<file path="src/rtl/fpcc_pkg.sv">
`timescale 1ns/1ps
package fpcc_pkg;

    typedef enum logic [1:0] {
        MODE_CMP  = 2'b00,
        MODE_FLAG = 2'b01,
        MODE_EXAM = 2'b10,
        MODE_TEST = 2'b11
    } fpcc_mode_e;

    typedef enum logic [2:0] {
        CLS_NAN  = 3'd0,
        CLS_INF  = 3'd1,
        CLS_ZERO = 3'd2,
        CLS_SUB  = 3'd3,
        CLS_NORM = 3'd4
    } fpcc_class_e;

    typedef struct packed {
        logic [3:0] cc;
        logic       zf;
        logic       cf;
        logic       pf;
        logic       inv;
    } fpcc_out_t;

endpackage

</file>
<file path="src/rtl/fpcc_classify.sv">
`timescale 1ns/1ps
module fpcc_classify
    import fpcc_pkg::*;
#(
    parameter int EXP_W = 15,
    parameter int SIG_W = 64,
    localparam int OP_W = 1 + EXP_W + SIG_W
) (
    input  logic [OP_W-1:0] op,
    output fpcc_class_e     cls
);
    logic [EXP_W-1:0] exp_f;
    logic [SIG_W-1:0] sig_f;
    logic [SIG_W-2:0] frac_f;

    assign exp_f  = op[OP_W-2:SIG_W];
    assign sig_f  = op[SIG_W-1:0];
    assign frac_f = op[SIG_W-2:0];

    always_comb begin
        if (&exp_f) begin
            cls = (frac_f == '0) ? CLS_INF : CLS_NAN;
        end else if (exp_f == '0) begin
            cls = (sig_f == '0) ? CLS_ZERO : CLS_SUB;
        end else begin
            cls = CLS_NORM;
        end
    end
endmodule

</file>
<file path="src/rtl/fpcc_order.sv">
`timescale 1ns/1ps
module fpcc_order #(
    parameter int EXP_W = 15,
    parameter int SIG_W = 64,
    localparam int OP_W  = 1 + EXP_W + SIG_W,
    localparam int MAG_W = EXP_W + SIG_W
) (
    input  logic [OP_W-1:0] a,
    input  logic [OP_W-1:0] b,
    output logic            lt,
    output logic            eq
);
    logic [MAG_W-1:0] mag_a;
    logic [MAG_W-1:0] mag_b;
    logic             sgn_a;
    logic             sgn_b;
    logic             both_zero;

    assign mag_a     = a[MAG_W-1:0];
    assign mag_b     = b[MAG_W-1:0];
    assign sgn_a     = a[OP_W-1];
    assign sgn_b     = b[OP_W-1];
    assign both_zero = (mag_a == '0) && (mag_b == '0);

    always_comb begin
        eq = both_zero || (a == b);
        if (both_zero) begin
            lt = 1'b0;
        end else if (sgn_a != sgn_b) begin
            lt = sgn_a;
        end else if (!sgn_a) begin
            lt = (mag_a < mag_b);
        end else begin
            lt = (mag_a > mag_b);
        end
    end
endmodule

</file>
<file path="src/rtl/fpcc_unit.sv">
`timescale 1ns/1ps
module fpcc_unit
    import fpcc_pkg::*;
#(
    parameter int EXP_W = 15,
    parameter int SIG_W = 64,
    localparam int OP_W = 1 + EXP_W + SIG_W,
    localparam int N_OPND = 2
) (
    input  logic            clk,
    input  logic            rst_n,
    input  logic [1:0]      mode,
    input  logic [OP_W-1:0] st0,
    input  logic [OP_W-1:0] src,
    input  logic            st0_empty,
    output logic [3:0]      cc,
    output logic            zf,
    output logic            cf,
    output logic            pf,
    output logic            invalid
);
    fpcc_mode_e      mode_e;
    logic [OP_W-1:0] opnd [N_OPND];
    fpcc_class_e     cls  [N_OPND];
    logic            x_lt_y;
    logic            x_eq_y;
    logic            unord;
    fpcc_out_t       out_d;
    fpcc_out_t       out_q;

    assign mode_e  = fpcc_mode_e'(mode);
    assign opnd[0] = st0;
    assign opnd[1] = (mode_e == MODE_TEST) ? '0 : src;

    for (genvar g = 0; g < N_OPND; g++) begin : g_cls
        fpcc_classify #(.EXP_W(EXP_W), .SIG_W(SIG_W)) u_cls (
            .op  (opnd[g]),
            .cls (cls[g])
        );
    end

    fpcc_order #(.EXP_W(EXP_W), .SIG_W(SIG_W)) u_order (
        .a  (opnd[0]),
        .b  (opnd[1]),
        .lt (x_lt_y),
        .eq (x_eq_y)
    );

    assign unord = (cls[0] == CLS_NAN) || (cls[1] == CLS_NAN);

    always_comb begin
        out_d = '0;
        unique case (mode_e)
            MODE_CMP, MODE_TEST: begin
                if (unord) begin
                    out_d.cc  = 4'b1101;
                    out_d.inv = 1'b1;
                end else begin
                    out_d.cc = {x_eq_y, 1'b0, 1'b0, x_lt_y};
                end
            end
            MODE_FLAG: begin
                if (unord) begin
                    out_d.zf  = 1'b1;
                    out_d.cf  = 1'b1;
                    out_d.pf  = 1'b1;
                    out_d.inv = 1'b1;
                end else begin
                    out_d.zf = x_eq_y;
                    out_d.cf = x_lt_y;
                end
            end
            MODE_EXAM: begin
                out_d.cc[1] = st0[OP_W-1];
                if (st0_empty) begin
                    {out_d.cc[3], out_d.cc[2], out_d.cc[0]} = 3'b101;
                end else begin
                    unique case (cls[0])
                        CLS_NAN:  {out_d.cc[3], out_d.cc[2], out_d.cc[0]} = 3'b001;
                        CLS_INF:  {out_d.cc[3], out_d.cc[2], out_d.cc[0]} = 3'b011;
                        CLS_ZERO: {out_d.cc[3], out_d.cc[2], out_d.cc[0]} = 3'b100;
                        CLS_SUB:  {out_d.cc[3], out_d.cc[2], out_d.cc[0]} = 3'b110;
                        default:  {out_d.cc[3], out_d.cc[2], out_d.cc[0]} = 3'b010;
                    endcase
                end
            end
            default: out_d = '0;
        endcase
    end

    always_ff @(posedge clk) begin
        if (!rst_n) begin
            out_q <= '0;
        end else begin
            out_q <= out_d;
        end
    end

    assign cc      = out_q.cc;
    assign zf      = out_q.zf;
    assign cf      = out_q.cf;
    assign pf      = out_q.pf;
    assign invalid = out_q.inv;
endmodule

</file>
<file path="config.mk">
export PLATFORM = sky130hd
export DESIGN_NAME = fpcc_unit
export DESIGN_NICKNAME = d
export VERILOG_FILES = /design/src/rtl/fpcc_pkg.sv /design/src/rtl/fpcc_classify.sv /design/src/rtl/fpcc_order.sv /design/src/rtl/fpcc_unit.sv
export SDC_FILE = /design/constraint.sdc
export NUM_CORES = 1
export LEC_CHECK = 0
export ABC_AREA = 0
export CELL_PAD_IN_SITES_DETAIL_PLACEMENT = 1
export CELL_PAD_IN_SITES_GLOBAL_PLACEMENT = 1
export CORE_MARGIN = 10
export CORE_UTILIZATION = 40
export CTS_CLUSTER_DIAMETER = 200
export CTS_CLUSTER_SIZE = 20
export DETAILED_ROUTE_END_ITERATION = 16
export DONT_BUFFER_PORTS = 1
export PLACE_DENSITY = 0.76
export SETUP_SLACK_MARGIN = 0.4
export SLEW_MARGIN = 20
export SYNTH_ARGS = -nofsm -noshare
export SYNTH_HDL_FRONTEND = slang
export SYNTH_SLANG_ARGS = --single-unit
</file>
<file path="constraint.sdc">
create_clock -name clk -period 8 [get_ports clk]
set_input_delay 1.6 -clock clk [delete_from_list [all_inputs] [get_ports clk]]
set_output_delay 1.6 -clock clk [all_outputs]
set_load 0.02 [all_outputs]
</file>
==> qor.csv <==
stage,metric,value,unit
run_status,run_status,"finished, final reports clean",
hold_path,holdCritPathClass,in -> reg,
sta,timing.final.max_slew_violations,0,
cts,cts.root.buffer_cell,clkbuf_8,
synthesis,syn_area_per_cell,7.31,um^2
sta,slew_at_the_pin_closest_to_its_max_slew_limit,0.872,ns
floorplan,effective_utilization_at_floorplan,0.411,
cts,clock_tree_buffer_depth,2,
route,initialDrtViolationCount,182,
floorplan,design.die.area,12500,um^2
synthesis,count_of_cell_types_in_the_netlist,46,
sta,report.final.setup_viol,0,
cts,clock_slew_at_the_register_clock_pins_of_the_worst_setup_and_hold_paths,0.05,ns
global_routing,grt.total_usage,0.217,
sta,min_period_over_period,0.616,
pwr,power.static_leakage,0.00151,uW
route,detailedRoute.firstPassIterationCount,4,
cells_and_area,fillerInstances,1068,
cts,post-cts-setup-buffers,0,
floorplan,die_w,112,um
global_routing,grt_antenna_before_repair,0,
cts,htreeDepth,1,
setup_path,worstPathMaxFanout,49,
synthesis,synth_area_leader_cell,ha_1,
sta,period_needed,4.93,ns
job,maxCapViolations,0,
sta,fmax,203,MHz
synthesis,synth_edf_count,0,
route,routed-via-count,3726,
pwr,power.density,74.2,nW/um^2
cells_and_area,seqCellArea,160,um^2
floorplan,core_area,8220,um^2
floorplan,std_cell_rows,33,
synthesis,synth_seq_cells,8,
placement,io_buf_count,0,
synthesis,yosysWarnings,0,
setup_path,startpoint_type,primary input,
synthesis,leading_register_cell_type_out_of_synthesis,dfxtp_1,
route,wirelength,14600,um
sta,timing.hold.ws,1.52,ns
setup_path,arrival,5.07,ns
synthesis,netlist.area_leader.share,0.378,
cells_and_area,multi_input_comb_area,3130,um^2
setup_path,endpoint_kind,flip-flop,
pwr,vdd_ir_drop_max,0.0385,mV
cells_and_area,design.final.nets,726,
synthesis,asyncSetResetFlopFracSynth,0,
sta,max_slew_margin,0.413,
cts,cts.repair.resized,0,
cells_and_area,antenna-diode-count,0,
cells_and_area,layout_cell_share_with_drive_strength_beyond_1,0.0394,
floorplan,die_h,112,um
global_routing,largest_net_degree_at_the_start_of_global_routing,50,
global_routing,wire_length_of_the_first_global_routing_pass,22600,um
sta,count_of_final_hold_check_violations,0,
global_routing,first_global_vias,4004,
setup_path,crit_type,in -> reg,
synthesis,synth-seq-area-share,0.0474,
route,via_per_inst,6.63,
placement,place.gp.congestion,0.944,
placement,dp_hpwl,13300,um
synthesis,postSynthCellCount,462,
route,drt_drc_violations_left,0,
sta,timing.setup.tns,0,ns
cts,clkSinkCount,8,
route,antenna_violating_nets_post_route,0,
cts,cts_tree,yes,
global_routing,globalRoute.totalOverflow,0,
cells_and_area,syn_to_final_growth,4.34,%
route,wl_per_cell,26.0,um
synthesis,synthesized_cell_area,3380,um^2
setup_path,worst_ep_required_time,8.14,ns
cts,cts.hold.buffers_added,0,
synthesis,synth_area_leaders,"ha_1, nand2_1, nor4_1",
cts,number_of_cts_inserted_buffers,3,
synthesis,synth_nets,729,
floorplan,pin_count,173,
sta,rsz0062_at_grt,false,
==> state kept, by name, indices dropped and copies added, names as in the netlist <==
signal / cells
pf: 1
invalid: 1
cf: 1
zf: 1
cc: 4
==> cell usage after synthesis, drive strengths merged (2+ instances only) <==
library cell and n:
ha 102, nand2 97, nor4 39, nand4 34
a21oi 29, nand3 22, o21ai 18, inv 13
a211oi 12, nor2 12, nor3 10, and4 8
dfxtp 8, or4 8, clkbuf 7, o41ai 5
a21o 4, a31oi 4, and3 4, nand2b 3
o211ai 3, and2 2, buf 2, nor2b 2
o22ai 2
==> worst paths after layout <==
check                 startpoint          endpoint  slack, ns  cells after the start
worst min-delay path     st0[79]  cc[1]$_SDFF_PN0_       1.52                      1
worst max-delay path     mode[0]     cf$_SDFF_PN0_       3.07                     12
==> final cells by class <==
type / instances / area share
Clock buffer: 3 / 0.0117
Inverter: 13 / 0.0139
Multi-Input combinational cell: 432 / 0.890
Sequential cell: 8 / 0.0455
Tap cell: 105 / 0.0373
Timing Repair Buffer: 1 / 0.00213
==> placed cells by master, fill, tap and decap left out, types with 4 or more instances in the layout <==
cell type / count
ha_1: 102
dfxtp_1: 8
o21ai_0: 13
nand3_1: 21
nor3_1: 9
a211oi_1: 10
nor4_1: 39
a31oi_1: 4
o41ai_1: 5
a21oi_1: 29
a21o_1: 4
and3_1: 4
nand4_1: 33
nor2_1: 12
and4_1: 8
inv_1: 10
nand2_1: 97
or4_1: 6
==> per-layer routing <==
| layer | part of all wire | track usage | vias up |
|---|---|---|---|
| li1 | - | - | 1798 |
| met1 | 0.38 | 0.241 | 1759 |
| met2 | 0.50 | 0.387 | 138 |
| met3 | 0.086 | 0.0633 | 31 |
| met4 | 0.029 | 0.0694 | 0 |
| met5 | 0 | 0 | - |
==> power by group <==
group | internal (uW) | leakage, uW | switching (uW)
registers | 41.2 | 0.0000649 | 2.09
logic | 69.5 | 0.00142 | 98.0
clock network | 32.8 | 0.0000216 | 17.9
==> worst max-delay path, cell delays in order <==
cell	delay, ns
ha_1	0.22
inv_2	0.47
buf_4	0.53
nand2_1	0.17
ha_1	0.34
nand3_1	0.15
or4_4	0.51
nor3_2	0.22
a2bb2oi_2	0.17
a211oi_1	0.07
o31a_1	0.34
o32ai_2	0.26
==> cell families after synthesis <==
group | count (synthesis) | share of synthesized area
AOI/OAI and AO/OA | 85 | 0.168
xor gates and xnor gates | 1 | 0.00259
adders and majority gates | 102 | 0.378
buffers and inverters | 22 | 0.0245
DFF | 8 | 0.0474
and+or+nand+nor | 244 | 0.380
==> through the flow <==
| step | util | instance area (um^2) | cells | worst slack, ns | total power [uW] |
|---|---|---|---|---|---|
| after floorplan | - | 3380 | 462 | 3.36 | 166 |
| after global placement | 0.424 | 3480 | 559 | 3.06 | 201 |
| after detailed placement | 0.424 | 3480 | 559 | 2.89 | 209 |
| after CTS | 0.429 | 3520 | 562 | 3.11 | 259 |
| after global routing | 0.429 | 3520 | 562 | 2.78 | 286 |
| final | 0.429 | 3520 | 562 | 3.07 | 261 |
No activity file was read; power rests on OpenSTA's default activity.
